<file path="config.mk">
export PLATFORM = sky130hd
export DESIGN_NAME = fwr_receiver
export DESIGN_NICKNAME = d
export VERILOG_FILES = /design/src/rtl/fwr_pkg.sv /design/src/rtl/fwr_sync.sv /design/src/rtl/fwr_shift.sv /design/src/rtl/fwr_fsm.sv /design/src/rtl/fwr_regs.sv /design/src/rtl/fwr_receiver.sv
export SDC_FILE = /design/constraint.sdc
export NUM_CORES = 1
export LEC_CHECK = 0
export BUFFER_PORTS_ARGS = -buffer_cell sky130_fd_sc_hd__buf_2
export CORE_MARGIN = 2
export CORE_UTILIZATION = 45
export CTS_CLUSTER_DIAMETER = 60
export DETAILED_ROUTE_END_ITERATION = 12
export GPL_TIMING_DRIVEN = 0
export PLACE_DENSITY = 0.69
export SLEW_MARGIN = 20
export SYNTH_ARGS = -nofsm -noshare
export SYNTH_HDL_FRONTEND = slang
export SYNTH_SLANG_ARGS = --single-unit
</file>
<file path="constraint.sdc">
create_clock -name clk -period 3.4 [get_ports clk]
set_input_delay 0.68 -clock clk [delete_from_list [all_inputs] [get_ports clk]]
set_output_delay 0.68 -clock clk [all_outputs]
set_load 0.1 [all_outputs]
</file>
<file path="src/rtl/fwr_pkg.sv">
package fwr_pkg;
    typedef enum logic [1:0] {
        ST_IDLE   = 2'd0,
        ST_SHIFT  = 2'd1,
        ST_PAUSE  = 2'd2,
        ST_COMMIT = 2'd3
    } fwr_state_e;

    localparam logic SEL_CTRL = 1'b0;
    localparam logic SEL_CAL  = 1'b1;
endpackage

</file>
<file path="src/rtl/fwr_sync.sv">
module fwr_sync #(
    parameter int          W       = 4,
    parameter int          STAGES  = 2,
    parameter logic [W-1:0] RST_VAL = '0
) (
    input  logic         clk,
    input  logic         rst_n,
    input  logic [W-1:0] d,
    output logic [W-1:0] q
);
    logic [STAGES-1:0][W-1:0] pipe;

    always_ff @(posedge clk or negedge rst_n) begin
        if (!rst_n) begin
            pipe <= {STAGES{RST_VAL}};
        end else begin
            pipe <= {pipe[STAGES-2:0], d};
        end
    end

    assign q = pipe[STAGES-1];
endmodule

</file>
<file path="src/rtl/fwr_shift.sv">
module fwr_shift #(
    parameter int WORD_W = 24,
    parameter int CNT_W  = $clog2(WORD_W + 1)
) (
    input  logic              clk,
    input  logic              rst_n,
    input  logic              cap_en,
    input  logic              cnt_clr,
    input  logic              din,
    output logic [WORD_W-1:0] word,
    output logic [CNT_W-1:0]  bit_cnt
);
    always_ff @(posedge clk or negedge rst_n) begin
        if (!rst_n) begin
            word    <= '0;
            bit_cnt <= '0;
        end else if (cnt_clr) begin
            word    <= '0;
            bit_cnt <= '0;
        end else if (cap_en) begin
            word    <= {word[WORD_W-2:0], din};
            bit_cnt <= bit_cnt + 1'b1;
        end
    end
endmodule

</file>
<file path="src/rtl/fwr_fsm.sv">
module fwr_fsm
    import fwr_pkg::*;
#(
    parameter int WORD_W = 24,
    parameter int CNT_W  = $clog2(WORD_W + 1)
) (
    input  logic             clk,
    input  logic             rst_n,
    input  logic             sclk_rise,
    input  logic             tfs_act,
    input  logic             a0_s,
    input  logic [CNT_W-1:0] bit_cnt,
    output logic             cap_en,
    output logic             cnt_clr,
    output logic             wr_stb,
    output logic             wr_sel,
    output logic             sel_err
);
    localparam logic [CNT_W-1:0] LAST_IDX = CNT_W'(WORD_W - 1);

    fwr_state_e st, st_nx;
    logic       a0_lat;
    logic       busy, mism, take, last;

    assign busy = (st == ST_SHIFT) || (st == ST_PAUSE);
    assign mism = busy && (a0_s != a0_lat);
    assign take = sclk_rise && tfs_act && !mism && (st != ST_COMMIT);
    assign last = take && (bit_cnt == LAST_IDX);

    // state register
    always_ff @(posedge clk or negedge rst_n) begin
        if (!rst_n) begin
            st <= ST_IDLE;
        end else begin
            st <= st_nx;
        end
    end

    // select latch and sticky error
    always_ff @(posedge clk or negedge rst_n) begin
        if (!rst_n) begin
            a0_lat  <= SEL_CTRL;
            sel_err <= 1'b0;
        end else begin
            if (st == ST_IDLE && take) begin
                a0_lat <= a0_s;
            end
            if (mism) begin
                sel_err <= 1'b1;
            end
        end
    end

    // transitions: start, suspend, resume, complete, abort, retire
    always_comb begin
        st_nx = st;
        unique case (st)
            ST_IDLE: begin
                if (take) begin
                    st_nx = last ? ST_COMMIT : ST_SHIFT;
                end
            end
            ST_SHIFT, ST_PAUSE: begin
                if (mism) begin
                    st_nx = ST_IDLE;
                end else if (last) begin
                    st_nx = ST_COMMIT;
                end else if (!tfs_act) begin
                    st_nx = ST_PAUSE;
                end else begin
                    st_nx = ST_SHIFT;
                end
            end
            ST_COMMIT: st_nx = ST_IDLE;
        endcase
    end

    // outputs
    always_comb begin
        cap_en  = take;
        cnt_clr = (st == ST_COMMIT) || mism;
        wr_stb  = (st == ST_COMMIT);
        wr_sel  = a0_lat;
    end
endmodule

</file>
<file path="src/rtl/fwr_regs.sv">
module fwr_regs
    import fwr_pkg::*;
#(
    parameter int WORD_W = 24
) (
    input  logic              clk,
    input  logic              rst_n,
    input  logic              we,
    input  logic              sel,
    input  logic [WORD_W-1:0] din,
    output logic [WORD_W-1:0] ctrl_q,
    output logic [WORD_W-1:0] cal_q
);
    always_ff @(posedge clk or negedge rst_n) begin
        if (!rst_n) begin
            ctrl_q <= '0;
            cal_q  <= '0;
        end else if (we) begin
            if (sel == SEL_CAL) begin
                cal_q <= din;
            end else begin
                ctrl_q <= din;
            end
        end
    end
endmodule

</file>
<file path="src/rtl/fwr_receiver.sv">
module fwr_receiver #(
    parameter int WORD_W      = 24,
    parameter int SYNC_STAGES = 2
) (
    input  logic              clk,
    input  logic              rst_n,
    input  logic              sclk,
    input  logic              sdata,
    input  logic              tfs_n,
    input  logic              a0,
    output logic [WORD_W-1:0] ctrl_reg,
    output logic [WORD_W-1:0] cal_reg,
    output logic              wr_stb,
    output logic              wr_sel,
    output logic [WORD_W-1:0] wr_data,
    output logic              sel_err
);
    localparam int CNT_W = $clog2(WORD_W + 1);
    localparam int PIN_N = 4;
    // pin order {sclk, sdata, tfs_n, a0}; tfs_n resets inactive (high)
    localparam logic [PIN_N-1:0] PIN_RST = 4'b0010;

    logic [PIN_N-1:0] pins_s;
    logic             s_sclk, s_sdata, s_tfs_n, s_a0;
    logic             sclk_d;
    logic             sclk_rise;
    logic             cap_en, cnt_clr;
    logic [CNT_W-1:0] bit_cnt;

    fwr_sync #(.W(PIN_N), .STAGES(SYNC_STAGES), .RST_VAL(PIN_RST)) u_sync (
        .clk  (clk),
        .rst_n(rst_n),
        .d    ({sclk, sdata, tfs_n, a0}),
        .q    (pins_s)
    );

    assign {s_sclk, s_sdata, s_tfs_n, s_a0} = pins_s;

    always_ff @(posedge clk or negedge rst_n) begin
        if (!rst_n) begin
            sclk_d <= 1'b0;
        end else begin
            sclk_d <= s_sclk;
        end
    end

    assign sclk_rise = s_sclk && !sclk_d;

    fwr_fsm #(.WORD_W(WORD_W), .CNT_W(CNT_W)) u_fsm (
        .clk      (clk),
        .rst_n    (rst_n),
        .sclk_rise(sclk_rise),
        .tfs_act  (!s_tfs_n),
        .a0_s     (s_a0),
        .bit_cnt  (bit_cnt),
        .cap_en   (cap_en),
        .cnt_clr  (cnt_clr),
        .wr_stb   (wr_stb),
        .wr_sel   (wr_sel),
        .sel_err  (sel_err)
    );

    fwr_shift #(.WORD_W(WORD_W), .CNT_W(CNT_W)) u_shift (
        .clk    (clk),
        .rst_n  (rst_n),
        .cap_en (cap_en),
        .cnt_clr(cnt_clr),
        .din    (s_sdata),
        .word   (wr_data),
        .bit_cnt(bit_cnt)
    );

    fwr_regs #(.WORD_W(WORD_W)) u_regs (
        .clk   (clk),
        .rst_n (rst_n),
        .we    (wr_stb),
        .sel   (wr_sel),
        .din   (wr_data),
        .ctrl_q(ctrl_reg),
        .cal_q (cal_reg)
    );
endmodule

</file>
# Word-level counts from Yosys, hierarchy flattened
# Cells that the tools add are included.
dict set report classes {
  n_bitwise 1
  n_shift 0
  n_lt_le_gt_ge 0
  muxes 10
  n_reduce_logical 17
  n_eq_ne 7
  multipliers 0
  add_sub_neg 1
  div 0
}
# cell n
set op_table {}
lappend op_table {{$mux W24} 2}
lappend op_table {{$mux W2} 5}
lappend op_table {{$mux W5} 2}
lappend op_table {{$logic_and A1 B1 Y1} 7}
lappend op_table {{$pmux W2 S3} 1}
lappend op_table {{$add A5 B1 Y5 const B} 1}
lappend op_table {{$eq A5 B5 Y1 const B} 1}
lappend op_table {{$eq A2 B2 Y1 const B} 2}
lappend op_table {{$reduce_and A2 Y1} 2}
lappend op_table {{$logic_not A1 Y1} 3}
lappend op_table {{$eq A2 B1 Y1 const B} 1}
lappend op_table {{$logic_not A2 Y1} 1}
lappend op_table {{$logic_or A1 B1 Y1} 2}
lappend op_table {{$ne A2 B1 Y1 const B} 1}
lappend op_table {{$ne A2 B2 Y1 const B} 1}
lappend op_table {{$reduce_bool A2 Y1} 1}
lappend op_table {{$reduce_or A2 Y1} 1}
lappend op_table {{$ne A1 B1 Y1} 1}
lappend op_table {{$not A1 Y1} 1}
dict set report word_totals {
  latchBits 0
  n_memories 0
  register_bits 90
  wordCells 46
  inputBits 6
  romBits 0
  ramBits 0
}

# Logic depth before layout (Yosys ltp)
# Gate-level depths: netlist (run 1).
dict set report logic_depth {
  depth_word 10
  depth_mapped 6
  mapped_depth_nobuf 5
}

# Modules after synthesis
# A second synthesis (run 1) with hierarchy kept.
dict set report unflattened {
  hier_cells 249
  area_unflattened_um2 3823.7
}
# module cells_each n_inst area_per_inst_um2
set by_module_without_submodules {}
lappend by_module_without_submodules {fwr_regs 103 1 1985.7}
lappend by_module_without_submodules {fwr_shift 99 1 1251.2}
lappend by_module_without_submodules {fwr_fsm 32 1 311.5}
lappend by_module_without_submodules {fwr_sync 12 1 232.7}
lappend by_module_without_submodules {fwr_receiver 3 1 42.5}

# Least setup slack after synthesis (run 1)
# Ideal clock, no wire load.
dict set report synth_path {
  kind {register to register}
  from {register u_fsm.st[0]}
  to {register u_regs.cal_q[0]}
  path_slack_ns 1.196
  period_less_slack_ns 2.204
  t_arrival_ns 2.078
  stages_incl_launch_ff 5
  n_path_buf 1
  path_cell_list {dfrtp_1 > ha_1 > nand2_1 > buf_2 > mux2_2}
}
dict set report synth_via {
  elab_chain_len 2
}
# item line_no
set synth_rtl {}
lappend synth_rtl {{from (decl)} fwr_fsm.sv:21} ;# fwr_state_e st, st_nx;
lappend synth_rtl {{from (signal assigned)} fwr_fsm.sv:35} ;# st <= st_nx;
lappend synth_rtl {{$eq A2 B2 Y1} fwr_fsm.sv:82} ;# wr_stb = (st == ST_COMMIT);
lappend synth_rtl {{via wr_stb} fwr_receiver.sv:13} ;# output logic wr_stb,
lappend synth_rtl {{$reduce_and A2 Y1 (no source line)} -}
lappend synth_rtl {{to (signal assigned)} fwr_regs.sv:20} ;# cal_q <= din;
lappend synth_rtl {{to (decl)} fwr_regs.sv:12} ;# output logic [WORD_W-1:0] cal_q
# The timed path passes the listed nets, and every way through them passes these cells.
# A chain may end at the register's enable or synchronous reset.

# Worst setup path after layout (run 1)
dict set report layout_path {
  from {register u_fsm.st[0]}
  to {output port wr_stb}
}
dict set report layout_via {
  elab_chain_len 1
}
# item line_no
set layout_rtl {}
lappend layout_rtl {{$eq A2 B2 Y1} fwr_fsm.sv:82}
lappend layout_rtl {{to (decl)} fwr_receiver.sv:13}
# No other way between the ends.

==> results.ini, run 1 <==
[synth]
syn_inst=266
netlist.area_leader.share=0.634
yosysTopAreaCell=dfrtp_1
synth_edf_count=0
synth.most_common_cell=dfrtp_1
synth_ff_type=dfrtp_1
netlist_area_um2=3470
ys_seq_elements=90
synth_nets=276
yosys_warnings=0
synthTopCellsByArea=dfrtp_1 63%, mux2_2 16%, nand2_1 5.8%, a21oi_1 3.6%, dfstp_2 1.5%
ys_seq_area_frac=0.650
synthArstFlopShare=1.00
synth_area_per_cell_um2=13.0
synth_cell_types=26
netlist_top_cells_count=88 x dfrtp_1, 54 x nand2_1, 48 x mux2_2

[placement]
routabilityCongestion=0.753
portBuffers=80
place_ws_ps=1520
dp_hpwl_mm=4.50

[status]
outcome=completed

[global_route]
grt_pass1_wl_mm=11.0
grt_usage=0.166
first_global_vias=2289
antenna_found_initial=0
grt_overflow=0
grt_max_degree=47

[drt]
wl_met1_mm=2.99
ant_nets=0
wl_met2_mm=3.14
wirelength_mm=6.51
vias=2287
dr_wl_met3_um=240
dr.pass1.iters=4
wl_per_cell_um=14.0
drc=0
via_per_inst=4.92
drtIter0Drc=69
highest_layer=met4

[timing]
rsz0062_at_grt=no
finalSetupViolCount=0
drv_slew=0
finalCritPeriodShare=0.645
totalNegativeSetupSlack_ps=0
fin_skew_ps=9.56
hold_violations=0
fmax_mhz=456
relSlewSlack=0.612
layout_min_cycle_time_ps=2190
setup_slack_ps=1210
tightest_slew_ps=582

[clock_tree]
cts_buffer_depth=2
numCtsBuffers=9
htree_levels=3
clk_pin_slew_ps=90
clk_latency_ps=350
postCtsSetupBuffers=0
clock-sinks=90
cts_tree=done
cts_resized=0
root_buffer=clkbuf_8
hold_buffers=0

[power]
leakagePower_nw=2.28
powerDensity_nw_per_um2=623
ir_worst_vdd_mv=0.334

[die]
die_w_um=91.8
fp-row-count=32
die_area_um2=8430
die_h_um=91.8
core_um2=7610
start_util=0.456
ios=81

[cells_and_area]
fin_nets=368
fillers=704
n_antenna_cell=0
syn2layout_area_growth_pct=21.6
drive_above_1_share=0.441

[job]
drv_cap=0

[setup_path]
cp.required_ps=2720
crit_chain=ha_1 > buf_2
worstSetupStartpointType=flop
crit_start=u_fsm.st[0]
slowest_delay_ps=480
path_max_fanout=7
crit_arrival_ps=1510
r2r-start=u_fsm.st[0]
cp_slowest_cell=buf_2
path_class=flop to output pin
critPathCaptureType=output pin

[min_path]
hp-class=primary input to asynchronous set/reset pin

==> layer usage <==
layer  vias up  GRT usage
met5         -          0
met4         0     0.0784
met3        10     0.0255
met2        48      0.273
met1      1146      0.217
li1       1083          -
==> worst max-delay path, delay by kind of cell, from the launching register on <==
family     cells  cell delay [ps]
buf+inv        1              480
flops          1              370
fa+ha+maj      1              310
==> sequential cells by signal, summed over array words and instances (netlist names) <==
signal / count
u_regs.ctrl_q: 24
u_sync.q: 4
u_fsm.wr_sel: 1
u_regs.cal_q: 24
sclk_d: 1
u_shift.bit_cnt: 5
u_fsm.sel_err: 1
u_shift.word: 24
u_sync.pipe: 4
u_fsm.st: 2
==> logic make-up (layout without fill, tap and decap cells) <==
group / after synthesis / count (layout) / synth area share
AND/OR/NAND/NOR: 68 / 68 / 0.0833
adder cells (fa/ha/maj): 4 / 4 / 0.0144
multiplexers: 51 / 51 / 0.165
XOR/XNOR: 5 / 5 / 0.0148
AO/OA/AOI/OAI: 31 / 31 / 0.0487
buffers and inverters: 17 / 114 / 0.0242
flip-flops: 90 / 90 / 0.650
==> layout by cell type, fill, tap and decap left out, drive strengths merged, types with 2 or more instances in the layout <==
master / netlist / final
buf: 12 / 93
dfrtp: 88 / 88
nand2: 54 / 54
mux2: 50 / 50
a21oi: 25 / 25
clkbuf: 2 / 12
nor2: 5 / 5
inv: 3 / 5
ha: 4 / 4
xor2: 4 / 4
nor3b: 3 / 3
o22ai: 2 / 2
a21o: 2 / 2
nand4: 2 / 2
clkinv: 0 / 2
dfstp: 2 / 2
==> per-stage QoR <==
stage	hold WS (ps)	instance area [µm²]	util	cells	power (mW)
final	325	4220	0.555	465	2.63
after global routing	357	4220	0.555	465	2.78
after CTS	336	4220	0.555	465	2.67
after detailed placement	336	4030	0.530	449	1.95
after global placement	334	4000	0.526	448	1.93
after floorplan	331	3470	-	266	1.79
==> power breakdown <==
group / switching, mW / leakage [nW] / internal (mW)
clock: 0.366 / 0.0971 / 0.343
sequential: 0.0418 / 1.22 / 1.13
combinational: 0.542 / 0.961 / 0.213
total: 0.950 / 2.28 / 1.68
==> area by class of cell <==
class,instances,area (µm²),area share
multi-input combinational,159,1130,0.268
clock inverter,6,65.1,0.0154
buffer,14,72.6,0.0172
clock buffer,10,128,0.0302
sequential,90,2250,0.534
tap,102,128,0.0302
inverter,3,11.3,0.00267
timing repair buffer,81,430,0.102
==> final timing paths <==
| check | endpoint | slack, ps | cells after the start |
|---|---|---|---|
| worst max-delay path | wr_stb | 1210 | 2 |
| worst min-delay path | u_sync.q[0] | 330 | 1 |
| worst max register to register | u_regs.cal_q[1] | 1580 | 4 |
| worst min register to register | u_sync.q[2] | 360 | 0 |
| max in group asynchronous | u_sync.q[1] | 2420 | 2 |
| min in group clk | u_sync.q[2] | 360 | 0 |
Power figures use the tool's default switching activity.
==> run 2, diff against run 1 <==
==> constraint.sdc (replaced) <==
create_clock -name clk -period 2.1 [get_ports clk]
set_input_delay 0.42 -clock clk [delete_from_list [all_inputs] [get_ports clk]]
set_output_delay 0.42 -clock clk [all_outputs]
set_load 0.1 [all_outputs]
==> results.ini, run 2 (synthesized netlist as in run 1, its figures left out) <==
[global_route]
grt_max_degree=49
grt_overflow=0
first_global_vias=2287
antenna_found_initial=0
grt_pass1_wl_mm=11.2
grt_usage=0.171

[timing]
setup_slack_ps=241
fin_skew_ps=11.2
rsz0062_at_grt=no
finalSetupViolCount=0
hold_violations=0
drv_slew=0
finalCritPeriodShare=0.885
relSlewSlack=0.637
fmax_mhz=538
totalNegativeSetupSlack_ps=0
tightest_slew_ps=545
layout_min_cycle_time_ps=1860

[die]
fp-row-count=32
die_w_um=91.8
die_area_um2=8430
ios=81
start_util=0.456
die_h_um=91.8
core_um2=7610

[power]
powerDensity_nw_per_um2=1030
internal_power_mw=2.84
pwr-share-comb=0.279
leakagePower_nw=2.29
ir_worst_vdd_mv=0.490
clkPwrFrac=0.288
swShare=0.352
p_switching_mw=1.54
power_frac_seq=0.432

[drt]
vias=2284
ant_nets=0
via_per_inst=4.92
wl_per_cell_um=14.3
wirelength_mm=6.61
drc=0
drtIter0Drc=64
dr.pass1.iters=4

[setup_path]
worstSetupStartpointType=flop
critPathCaptureType=output pin
cp.required_ps=1680
crit_arrival_ps=1440
path_class=flop to output pin
path_max_fanout=7

[clock_tree]
cts_resized=0
htree_levels=3
postCtsSetupBuffers=0
cts_tree=done
cts_buffer_depth=2
clock-sinks=90
hold_buffers=0
clk_pin_slew_ps=80
numCtsBuffers=9
clk_latency_ps=350
root_buffer=clkbuf_8

[cells_and_area]
final_cell_mix=89 x buf_2, 88 x dfrtp_1, 54 x nand2_1
stdcell_count=464
n_antenna_cell=0
fin_nets=368
layout_commonest_cell=buf_2
syn2layout_area_growth_pct=22.3
drive_above_1_share=0.445
final_core_util=0.558
reg_top3=u_regs.cal_q x24, u_regs.ctrl_q x24, u_shift.word x24

[placement]
dp.cells=449
dp_hpwl_mm=4.58
place_ws_ps=287
routabilityCongestion=0.741
portBuffers=80

[status]
outcome=completed

[job]
drv_cap=0

[min_path]
hp-class=primary input to asynchronous set/reset pin

[run 2: changes by cell type in the layout (fill, tap and decap cells not counted), sizes merged]
cell,before,now
bufinv,1,2
clkbuf,12,11
inv,5,4
[run 2: worst paths after layout]
check | end | cells after the start | slack [ps] | start
setup / recovery | wr_stb | 2 | 240 | u_fsm.st[0]
hold / removal | u_sync.pipe[3] | 1 | 50 | rst_n
setup reg to reg | u_regs.cal_q[3] | 4 | 340 | u_fsm.st[0]
hold reg to reg | u_sync.q[3] | 0 | 350 | u_sync.pipe[3]
max in group asynchronous | u_regs.cal_q[6] | 2 | 1430 | rst_n
min in group clk | u_sync.pipe[1] | 1 | 170 | tfs_n
[run 2: worst max-delay path, cell delays in order, from the launching register on]
cell	delay, ps
dfrtp_1	380
ha_2	260
buf_2	450
[run 2: power by group through the flow]
stage	Sequential, mW	Combinational, mW	Clock [mW]
finish	1.89	1.22	1.26
global route	1.91	1.32	1.36
CTS	1.89	1.24	1.29
detailed placement	1.93	1.24	0
global placement	1.92	1.21	0
floorplan	2.25	0.644	0
[run 2: layout make-up]
cell class,instances,area (µm²)
well taps,102,128
plain buffers,14,72.6
multi-input cells,159,1130
fillers,695,3360
clock buffers,9,124
inverters,3,11.3
clock inverters,6,90.1
flip-flops and latches,90,2250
repair buffers,81,430
[run 2: per-layer routing]
layer | share of wire | wire length (µm) | global-route usage
met1 | 0.47 | 3080 | 0.230
met2 | 0.48 | 3160 | 0.268
met3 | 0.037 | 245 | 0.0353
met4 | 0.020 | 132 | 0.0784
met5 | 0 | 0 | 0
[run 2: per-stage QoR]
step           cell area [µm²]  power (mW)  hold WS, ps
2_1_floorplan             3470        2.90          124
3_3_place_gp              4000        3.13          334
3_5_place_dp              4030        3.16          337
4_1_cts                   4250        4.42         59.0
5_1_grt                   4250        4.59         76.1
6_report                  4250        4.38         48.6
